===== config.mk =====
export PLATFORM = sky130hd
export DESIGN_NAME = line_fifo
export DESIGN_NICKNAME = d
export VERILOG_FILES = /design/src/rtl/line_fifo_pkg.sv /design/src/rtl/lf_ptr.sv /design/src/rtl/lf_store.sv /design/src/rtl/lf_fetch.sv /design/src/rtl/line_fifo.sv
export SDC_FILE = /design/constraint.sdc
export NUM_CORES = 1
export LEC_CHECK = 0
export CELL_PAD_IN_SITES_DETAIL_PLACEMENT = 1
export CELL_PAD_IN_SITES_GLOBAL_PLACEMENT = 1
export CORE_ASPECT_RATIO = 1.5
export CORE_MARGIN = 2
export CORE_UTILIZATION = 40
export CTS_CLUSTER_DIAMETER = 80
export DETAILED_ROUTE_END_ITERATION = 8
export GPL_ROUTABILITY_DRIVEN = 0
export PLACE_DENSITY_LB_ADDON = 0.1
export SLEW_MARGIN = 20
export SYNTH_ARGS = -nofsm -noshare
export SYNTH_HDL_FRONTEND = slang
export SYNTH_SLANG_ARGS = --single-unit

===== constraint.sdc =====
create_clock -name clk_i -period 3.6 [get_ports clk_i]
set_clock_uncertainty 0.2 [all_clocks]
set_input_delay 0.54 -clock clk_i [delete_from_list [all_inputs] [get_ports clk_i]]
set_output_delay 0.54 -clock clk_i [all_outputs]
set_load 0.03 [all_outputs]

===== src/rtl/line_fifo_pkg.sv =====
package line_fifo_pkg;
  typedef enum logic [1:0] {
    ST_IDLE  = 2'd0,
    ST_REQ   = 2'd1,
    ST_BURST = 2'd2
  } fetch_state_e;
endpackage


===== src/rtl/lf_ptr.sv =====
module lf_ptr #(
  parameter int DEPTH = 28,
  localparam int PTR_W = (DEPTH > 1) ? $clog2(DEPTH) : 1
) (
  input  logic             clk_i,
  input  logic             rst_ni,
  input  logic             clr_i,
  input  logic             inc_i,
  output logic [PTR_W-1:0] ptr_o
);
  always_ff @(posedge clk_i or negedge rst_ni) begin
    if (!rst_ni)    ptr_o <= '0;
    else if (clr_i) ptr_o <= '0;
    else if (inc_i) ptr_o <= (ptr_o == PTR_W'(DEPTH - 1)) ? '0 : ptr_o + 1'b1;
  end
endmodule


===== src/rtl/lf_store.sv =====
module lf_store #(
  parameter int DATA_W    = 32,
  parameter int DEPTH     = 28,
  parameter int LOW_DEPTH = 12,
  localparam int PTR_W    = (DEPTH > 1) ? $clog2(DEPTH) : 1
) (
  input  logic              clk_i,
  input  logic              we_i,
  input  logic [PTR_W-1:0]  waddr_i,
  input  logic [DATA_W-1:0] wdata_i,
  input  logic [PTR_W-1:0]  raddr_i,
  output logic [DATA_W-1:0] rdata_o
);
  localparam bit SPLIT = (LOW_DEPTH > 0) && (LOW_DEPTH < DEPTH);

  if (SPLIT) begin : g_split
    localparam int HI_DEPTH = DEPTH - LOW_DEPTH;
    localparam int LO_W = (LOW_DEPTH > 1) ? $clog2(LOW_DEPTH) : 1;
    localparam int HI_W = (HI_DEPTH > 1) ? $clog2(HI_DEPTH) : 1;
    logic [DATA_W-1:0] lo_mem [LOW_DEPTH];
    logic [DATA_W-1:0] hi_mem [HI_DEPTH];
    logic [PTR_W-1:0]  w_hi, r_hi;
    logic              w_in_lo, r_in_lo;

    assign w_in_lo = waddr_i < PTR_W'(LOW_DEPTH);
    assign r_in_lo = raddr_i < PTR_W'(LOW_DEPTH);
    assign w_hi    = waddr_i - PTR_W'(LOW_DEPTH);
    assign r_hi    = raddr_i - PTR_W'(LOW_DEPTH);

    always_ff @(posedge clk_i) begin
      if (we_i && w_in_lo)  lo_mem[waddr_i[LO_W-1:0]] <= wdata_i;
      if (we_i && !w_in_lo) hi_mem[w_hi[HI_W-1:0]]    <= wdata_i;
    end

    assign rdata_o = r_in_lo ? lo_mem[raddr_i[LO_W-1:0]] : hi_mem[r_hi[HI_W-1:0]];
  end else begin : g_flat
    logic [DATA_W-1:0] mem [DEPTH];
    always_ff @(posedge clk_i) begin
      if (we_i) mem[waddr_i] <= wdata_i;
    end
    assign rdata_o = mem[raddr_i];
  end
endmodule


===== src/rtl/lf_fetch.sv =====
module lf_fetch
  import line_fifo_pkg::*;
#(
  parameter int BURST = 4,
  localparam int BEAT_W = (BURST > 1) ? $clog2(BURST) : 1
) (
  input  logic clk_i,
  input  logic rst_ni,
  input  logic flush_i,
  input  logic room_i,
  input  logic gnt_i,
  input  logic wr_valid_i,
  input  logic wr_last_i,
  output logic req_o,
  output logic wr_en_o
);
  fetch_state_e      state_q;
  logic [BEAT_W-1:0] beat_q;
  logic              burst_done;

  assign req_o      = (state_q == ST_REQ);
  assign wr_en_o    = (state_q == ST_BURST) && wr_valid_i && !flush_i;
  assign burst_done = wr_en_o && (wr_last_i || beat_q == BEAT_W'(BURST - 1));

  always_ff @(posedge clk_i or negedge rst_ni) begin
    if (!rst_ni) begin
      state_q <= ST_IDLE;
      beat_q  <= '0;
    end else if (flush_i) begin
      state_q <= ST_IDLE;
      beat_q  <= '0;
    end else begin
      unique case (state_q)
        ST_IDLE:  if (room_i) state_q <= ST_REQ;
        ST_REQ:   if (gnt_i)  state_q <= ST_BURST;
        ST_BURST: begin
          if (burst_done) begin
            state_q <= ST_IDLE;
            beat_q  <= '0;
          end else if (wr_en_o) begin
            beat_q  <= beat_q + 1'b1;
          end
        end
        default:  state_q <= ST_IDLE;
      endcase
    end
  end
endmodule


===== src/rtl/line_fifo.sv =====
module line_fifo #(
  parameter int DATA_W    = 32,
  parameter int DEPTH     = 28,
  parameter int LOW_DEPTH = 12,
  parameter int BURST     = 4
) (
  input  logic              clk_i,
  input  logic              rst_ni,
  input  logic              flush_i,
  output logic              req_o,
  input  logic              gnt_i,
  input  logic              wr_valid_i,
  input  logic [DATA_W-1:0] wr_data_i,
  input  logic              wr_last_i,
  input  logic              pop_i,
  output logic [DATA_W-1:0] rd_data_o,
  output logic              empty_o,
  output logic              underrun_o,
  input  logic              clr_underrun_i
);
  localparam int PTR_W = (DEPTH > 1) ? $clog2(DEPTH) : 1;
  localparam int CNT_W = $clog2(DEPTH + 1);

  logic [CNT_W-1:0] cnt_q;
  logic [PTR_W-1:0] wr_ptr, rd_ptr;
  logic             wr_en, pop_en, room;

  assign empty_o = (cnt_q == '0);
  assign pop_en  = pop_i && !empty_o && !flush_i;
  assign room    = (cnt_q <= CNT_W'(DEPTH - BURST));

  always_ff @(posedge clk_i or negedge rst_ni) begin
    if (!rst_ni)      cnt_q <= '0;
    else if (flush_i) cnt_q <= '0;
    else if (wr_en && !pop_en) cnt_q <= cnt_q + 1'b1;
    else if (!wr_en && pop_en) cnt_q <= cnt_q - 1'b1;
  end

  // set has priority over clear
  always_ff @(posedge clk_i or negedge rst_ni) begin
    if (!rst_ni)                   underrun_o <= 1'b0;
    else if (pop_i && empty_o)     underrun_o <= 1'b1;
    else if (clr_underrun_i)       underrun_o <= 1'b0;
  end

  lf_fetch #(.BURST(BURST)) u_fetch (
    .clk_i      (clk_i),
    .rst_ni     (rst_ni),
    .flush_i    (flush_i),
    .room_i     (room),
    .gnt_i      (gnt_i),
    .wr_valid_i (wr_valid_i),
    .wr_last_i  (wr_last_i),
    .req_o      (req_o),
    .wr_en_o    (wr_en)
  );

  lf_ptr #(.DEPTH(DEPTH)) u_wr_ptr (
    .clk_i (clk_i), .rst_ni (rst_ni), .clr_i (flush_i), .inc_i (wr_en), .ptr_o (wr_ptr)
  );

  lf_ptr #(.DEPTH(DEPTH)) u_rd_ptr (
    .clk_i (clk_i), .rst_ni (rst_ni), .clr_i (flush_i), .inc_i (pop_en), .ptr_o (rd_ptr)
  );

  lf_store #(.DATA_W(DATA_W), .DEPTH(DEPTH), .LOW_DEPTH(LOW_DEPTH)) u_store (
    .clk_i   (clk_i),
    .we_i    (wr_en),
    .waddr_i (wr_ptr),
    .wdata_i (wr_data_i),
    .raddr_i (rd_ptr),
    .rdata_o (rd_data_o)
  );
endmodule


# Yosys cells after proc, flatten, opt, wreduce, memory -nomap -nowiden
# Memory sizes are Yosys's and may differ from the RTL's.
# Index checks and enable logic that the tools add are counted.
# word_totals
reg_bits	20
latchBits	0
mem_bits_rw	896
romBits	0
inputBits	40
output_inout_bits	35
n_memories	2
# memory_table
name	words	width	read_ports	rd_ports_with_merged_regs	write_ports	line	text
u_store.g_split.hi_mem	16	32	1	0	1	lf_store.sv:21	logic [DATA_W-1:0] hi_mem [HI_DEPTH];
u_store.g_split.lo_mem	12	32	1	0	1	lf_store.sv:20	logic [DATA_W-1:0] lo_mem [LOW_DEPTH];
# op_classes
add_sub_neg	7
mul	0
div_mod_pow	0
n_lt_le_gt_ge	3
n_eq_ne	8
n_shift	0
mux	25
bitwise	0
reduce_logical	26
# ops
cell	n
2-to-1 mux 5 bit	9
2-to-1 mux 32 bit	1
2-to-1 mux 2 bit	8
adder 5 x 1 -> 5 bit (second input constant)	3
== test 5 bit (second input constant)	2
logical AND 1 bit	10
less-than comparator 5 x 4 -> 1 bit (second input constant)	2
nonzero test 2 bit	4
subtractor 4 bit (second input constant)	2
2-to-1 mux 1 bit	6
!= test 3 x 2 -> 1 bit (second input constant)	2
one-hot mux 2 bit (3 select lines)	1
nonzero test 3 bit	2
<= comparator 5 bit (second input constant)	1
zero test 1 bit	5
zero test 5 bit	1
subtractor 5 x 1 -> 5 bit (second input constant)	1
== test 2 bit (second input constant)	2
!= test 3 bit (second input constant)	1
AND reduction 3 bit	1
adder 2 x 1 -> 2 bit (second input constant)	1
== test 2 x 1 -> 1 bit (second input constant)	1
zero test 2 bit	1
AND reduction 2 bit	1
logical OR 1 bit	1

# Depth between registers and ports, before layout
# logic_depth
word_depth	8
ltp_mapped	10
mapped_depth_nobuf	8

# By module
# Synthesis repeated with hierarchy kept, for this count alone.
# hier_totals
cells_unflattened	1779
hier_area_um2	35801.8
# modules_own_cells
module	instances	cells_each	area_per_inst_um2
lf_store	1	1652	34531.9
lf_ptr	2	26	270.3
line_fifo	1	55	510.5
lf_fetch	1	20	219.0

# Least setup slack after synthesis
# OpenSTA, ideal clock, no wires.
# synth_path
kind	register -> output
startpoint	register u_rd_ptr.ptr_o[2]
endpoint	output rd_data_o[0]
arrival_ns	2.228
t_required_ns	2.860
setup_slack_ns	0.632
stages_incl_launch_ff	10
path_cell_list	dfrtp_1 buf_2 buf_2 inv_1 ha_1 clkbuf_1 clkbuf_1 clkbuf_1 nand4_1 nand4_1
# synth_between
elab_chain_len	3
# synth_lines
item	line	text
start: declaration	lf_ptr.sv:9	output logic [PTR_W-1:0] ptr_o
start signal: assignment	lf_ptr.sv:14	else if (inc_i) ptr_o <= (ptr_o == PTR_W'(DEPTH - 1)) ? '0 : ptr_o + 1'b1;
subtractor 4 bit	lf_store.sv:28	assign r_hi = raddr_i - PTR_W'(LOW_DEPTH);
memory (16 x 32 bit)	n/a	
2-to-1 mux 32 bit (*)	lf_store.sv:35	assign rdata_o = r_in_lo ? lo_mem[raddr_i[LO_W-1:0]] : hi_mem[r_hi[HI_W-1:0]];
end: declaration	line_fifo.sv:16	output logic [DATA_W-1:0] rd_data_o,
# Every way passes the cells marked *; elsewhere a longest branch is shown, timed or not.

# Worst setup path in the final report
# layout_path
startpoint	register u_rd_ptr.ptr_o[1]
endpoint	output rd_data_o[8]
# The elaborated chain is that of the path after synthesis.

==> parameters.txt <==
Parameter                              Value

Critical path
  Data required time at the worst endpoint    about 2.9 ns
  Maximum fanout encountered on the critical timing path    8
  Worst path arrival time    around 3 ns
  Critical path endpoint category    output pin
  Nature of the critical path startpoint    flip-flop
  Setup CP Type    reg -> out
  R2R Setup Slk    around 0.44 ns

Floorplan
  Overall die area    slightly above 0.09 sq mm
  Core footprint    just under 0.09 sq mm
  Die Span X    between 200 and 250 um
  Initial Util    about two fifths
  Vertical die dimension    about 370 um
  Top-Level Pins    75
  Row count    roughly 130

Yosys
  Synthesized flop and latch total    slightly above 900
  Synth Cell Area    between 0.03 and 0.04 sq mm
  Mapped Cells    ~1600
  Number of warnings issued by yosys    0
  Synth Net Count    roughly 1700
  Number of synthesized flops with an enable pin    between 800 and 900
  Share of synthesized flip-flops with an asynchronous set or reset    under 10%
  Number of library cell types mapped by synthesis    46
  Average size of a mapped cell    21.8 sq um
  Share of synthesized area occupied by flip-flops and latches    between 70% and 80%
  Most used flip-flop cell after synthesis    edfxtp_1

Drt
  Post-detailed-route wirelength per cell    between 30 and 40 um
  Post-route antenna net violation count    0
  Detailed Route Iter0 Violations    between 1000 and 1500
  Detailed-routing iteration count for the pre-antenna-repair pass    5
  Wirelength, routed    a little under 100000 um
  Remaining design rule violation count    0
  Vias per Instance    ~5.8
  Via count    approximately 18000

Hold path
  Tightest Hold Check Type    in -> async

Timing
  Least setup slack across all paths after layout    -0.206 ns
  Min cycle time layout    3.81 ns
  Number of hold violations in the final report    0
  Share of the clock period used by the worst path after layout    106%
  Setup tns final    -3.80 ns
  Setup violators final    31
  RSZ-0062 raised after global routing    yes
  Highest Clock Rate    0.263 GHz
  Worst rel slew slack    30.8%
  Max-slew violation count    0
  Slew of the pin with the lowest slew margin    between 1 and 1.5 ns

Layout
  Nets    roughly 1900
  Antenna diode count    0
  Proportion of layout cells with a drive suffix above 1    a little under a third
  Layout-stage area growth over the synthesis result    19.8%
  Most common cell after layout, fill and taps aside    edfxtp_1
  Commonest cells after routing, fill and taps aside    edfxtp_1 (896), mux4_2 (224), clkbuf_16 (92), buf_4 (76), buf_12 (75)
  Total of fill cells in the finished design    roughly 7900
  Post-route non-filler standard cell count    3075

Outcome
  Violations in the final reports    negative setup slack
  Status    finished with violations

Global routing
  Number of antenna violations at the first check in global routing    5
  Global-route total usage across every layer    approximately 22%
  Pin count of the biggest net entering global routing    62
  Via count of the first global-routing pass    19701
  Wire length of the first global-routing pass    between 100000 and 150000 um
  Overflow left after global routing    0

Placement
  Pre-CTS worst setup slack    between 0.3 and 0.4 ns
  Detailed-placement wirelength estimate    between 50000 and 60000 um
  Buffers added on ports    74
  Count of placed standard cells including taps    2860

Power and ir drop
  Maximum vdd ir drop    between 300 and 400 uV
  Pwr/cell area    roughly 600 mW/mm^2
  Leakage component of the power    around 13 nW

Clock tree
  TritonCTS clock tree    done
  Buffer type at the clock tree root    clkbuf_16
  Number of clock sinks    slightly above 900
  Clock insertion delay at the later pin of the skew report    0.66 ns
  CTS H-Tree Depth    3
  Inserted Clock Buffers    89
  Clock Tree Buf Depth    3
  Clk slew on worst S/H paths    ~0.060 ns

Run
  MaxCap Viol Count    0
## per-layer routing
| layer | vias to the layer above | GRT usage, % | wire [um] |
|---|---|---|---|
| met2 | 431 | 38.5 | 52100 |
| met4 | 4 | 5.93 | 2280 |
| li1 | 7368 | - | - |
| met1 | 9840 | 28.4 | 39500 |
| met5 | - | 0 | 18 |
| met3 | 149 | 3.61 | 4300 |
## where the power goes
group,switching (mW),total [mW],internal (mW)
Sequential,0.0635,11.8,11.8
Combinational,2.14,4.81,2.67
Clock,3.97,9.06,5.09
## worst max-delay path, cell delays in order (launching register included)
cell and delay, ns:
dfrtp_4 0.51, buf_6 0.15, buf_16 0.14, buf_12 0.14, mux4_2 0.41, mux2_4 0.28
o211ai_1 0.23, nand4_1 0.30, buf_12 0.24
## metrics by stage
stage	util, %	cell area [sq um]	power, mW	hold WS [ns]
after detailed placement	44.0	39000	16.3	0.336
after CTS	48.1	42600	26.0	0.132
after global routing	48.2	42700	26.6	0.171
final	48.2	42700	25.7	0.155
after global placement	44.0	39000	16.3	0.312
after floorplan	-	35700	14.7	0.0444
## registers in the layout, summed over array words and instances, names as in the netlist
signal,count
u_store.g_split.hi_mem,512
u_store.g_split.lo_mem,384
cnt_q,5
u_rd_ptr.ptr_o,5
u_wr_ptr.ptr_o,5
u_fetch.beat_q,2
u_fetch.state_q,2
underrun_o,1
## Yosys cell counts (13+ instances only)
| cell | count | area [sq um] |
|---|---|---|
| mux4_2 | 224 | 5040 |
| a31oi_1 | 20 | 125 |
| and2_1 | 29 | 181 |
| nand2_1 | 24 | 90.1 |
| nand2b_1 | 37 | 231 |
| nand4_1 | 72 | 450 |
| mux2_2 | 35 | 394 |
| o211ai_1 | 33 | 248 |
| clkbuf_1 | 47 | 176 |
| a21oi_1 | 13 | 65.1 |
| buf_2 | 38 | 190 |
| dfrtp_1 | 20 | 500 |
| edfxtp_1 | 896 | 26900 |
| nor2_1 | 15 | 56.3 |
| nor4b_1 | 19 | 166 |
| nand3_1 | 20 | 100 |
## cells by family (layout without fill, tap and decap cells)
family	after synthesis	in the layout	synth area share [%]
xor+xnor	3	3	0.0737
fa+ha+maj	13	13	0.477
buf+inv	104	389	1.34
simple gates	244	244	4.15
mux	263	263	15.4
compound gates	91	91	1.78
flops	916	916	76.8
## timing repair
action	4_1_cts	5_1_grt
gates resized for setup	43	23
setup endpoints to repair	32	32
endpoints found under the hold margin	0	0
hold buffers	0	0
gates cloned	9	1
pin swaps	27	26
setup buffers	42	6
## worst paths after layout
check,from,end,cells past startpoint
max,u_rd_ptr.ptr_o[1],rd_data_o[8],8
min,rst_ni,cnt_q[2],1
max reg2reg,cnt_q[0],cnt_q[4],8
min reg2reg,u_fetch.beat_q[1],u_fetch.beat_q[1],2
max in group asynchronous,rst_ni,u_fetch.beat_q[0],2
min in group clk_i,clr_underrun_i,underrun_o,2
## area by class of cell
cell class                 instances  area [sq um]  area share [%]
tap                             1156          1450            3.38
sequential                       916         27400            64.2
clock buffer                     119          2430            5.69
inverter                           5          18.8          0.0439
timing repair buffer             225          3150            7.36
multi-input combinational        614          7950            18.6
clock inverter                    40           322           0.752
No activity file was read; power rests on OpenSTA's default activity.
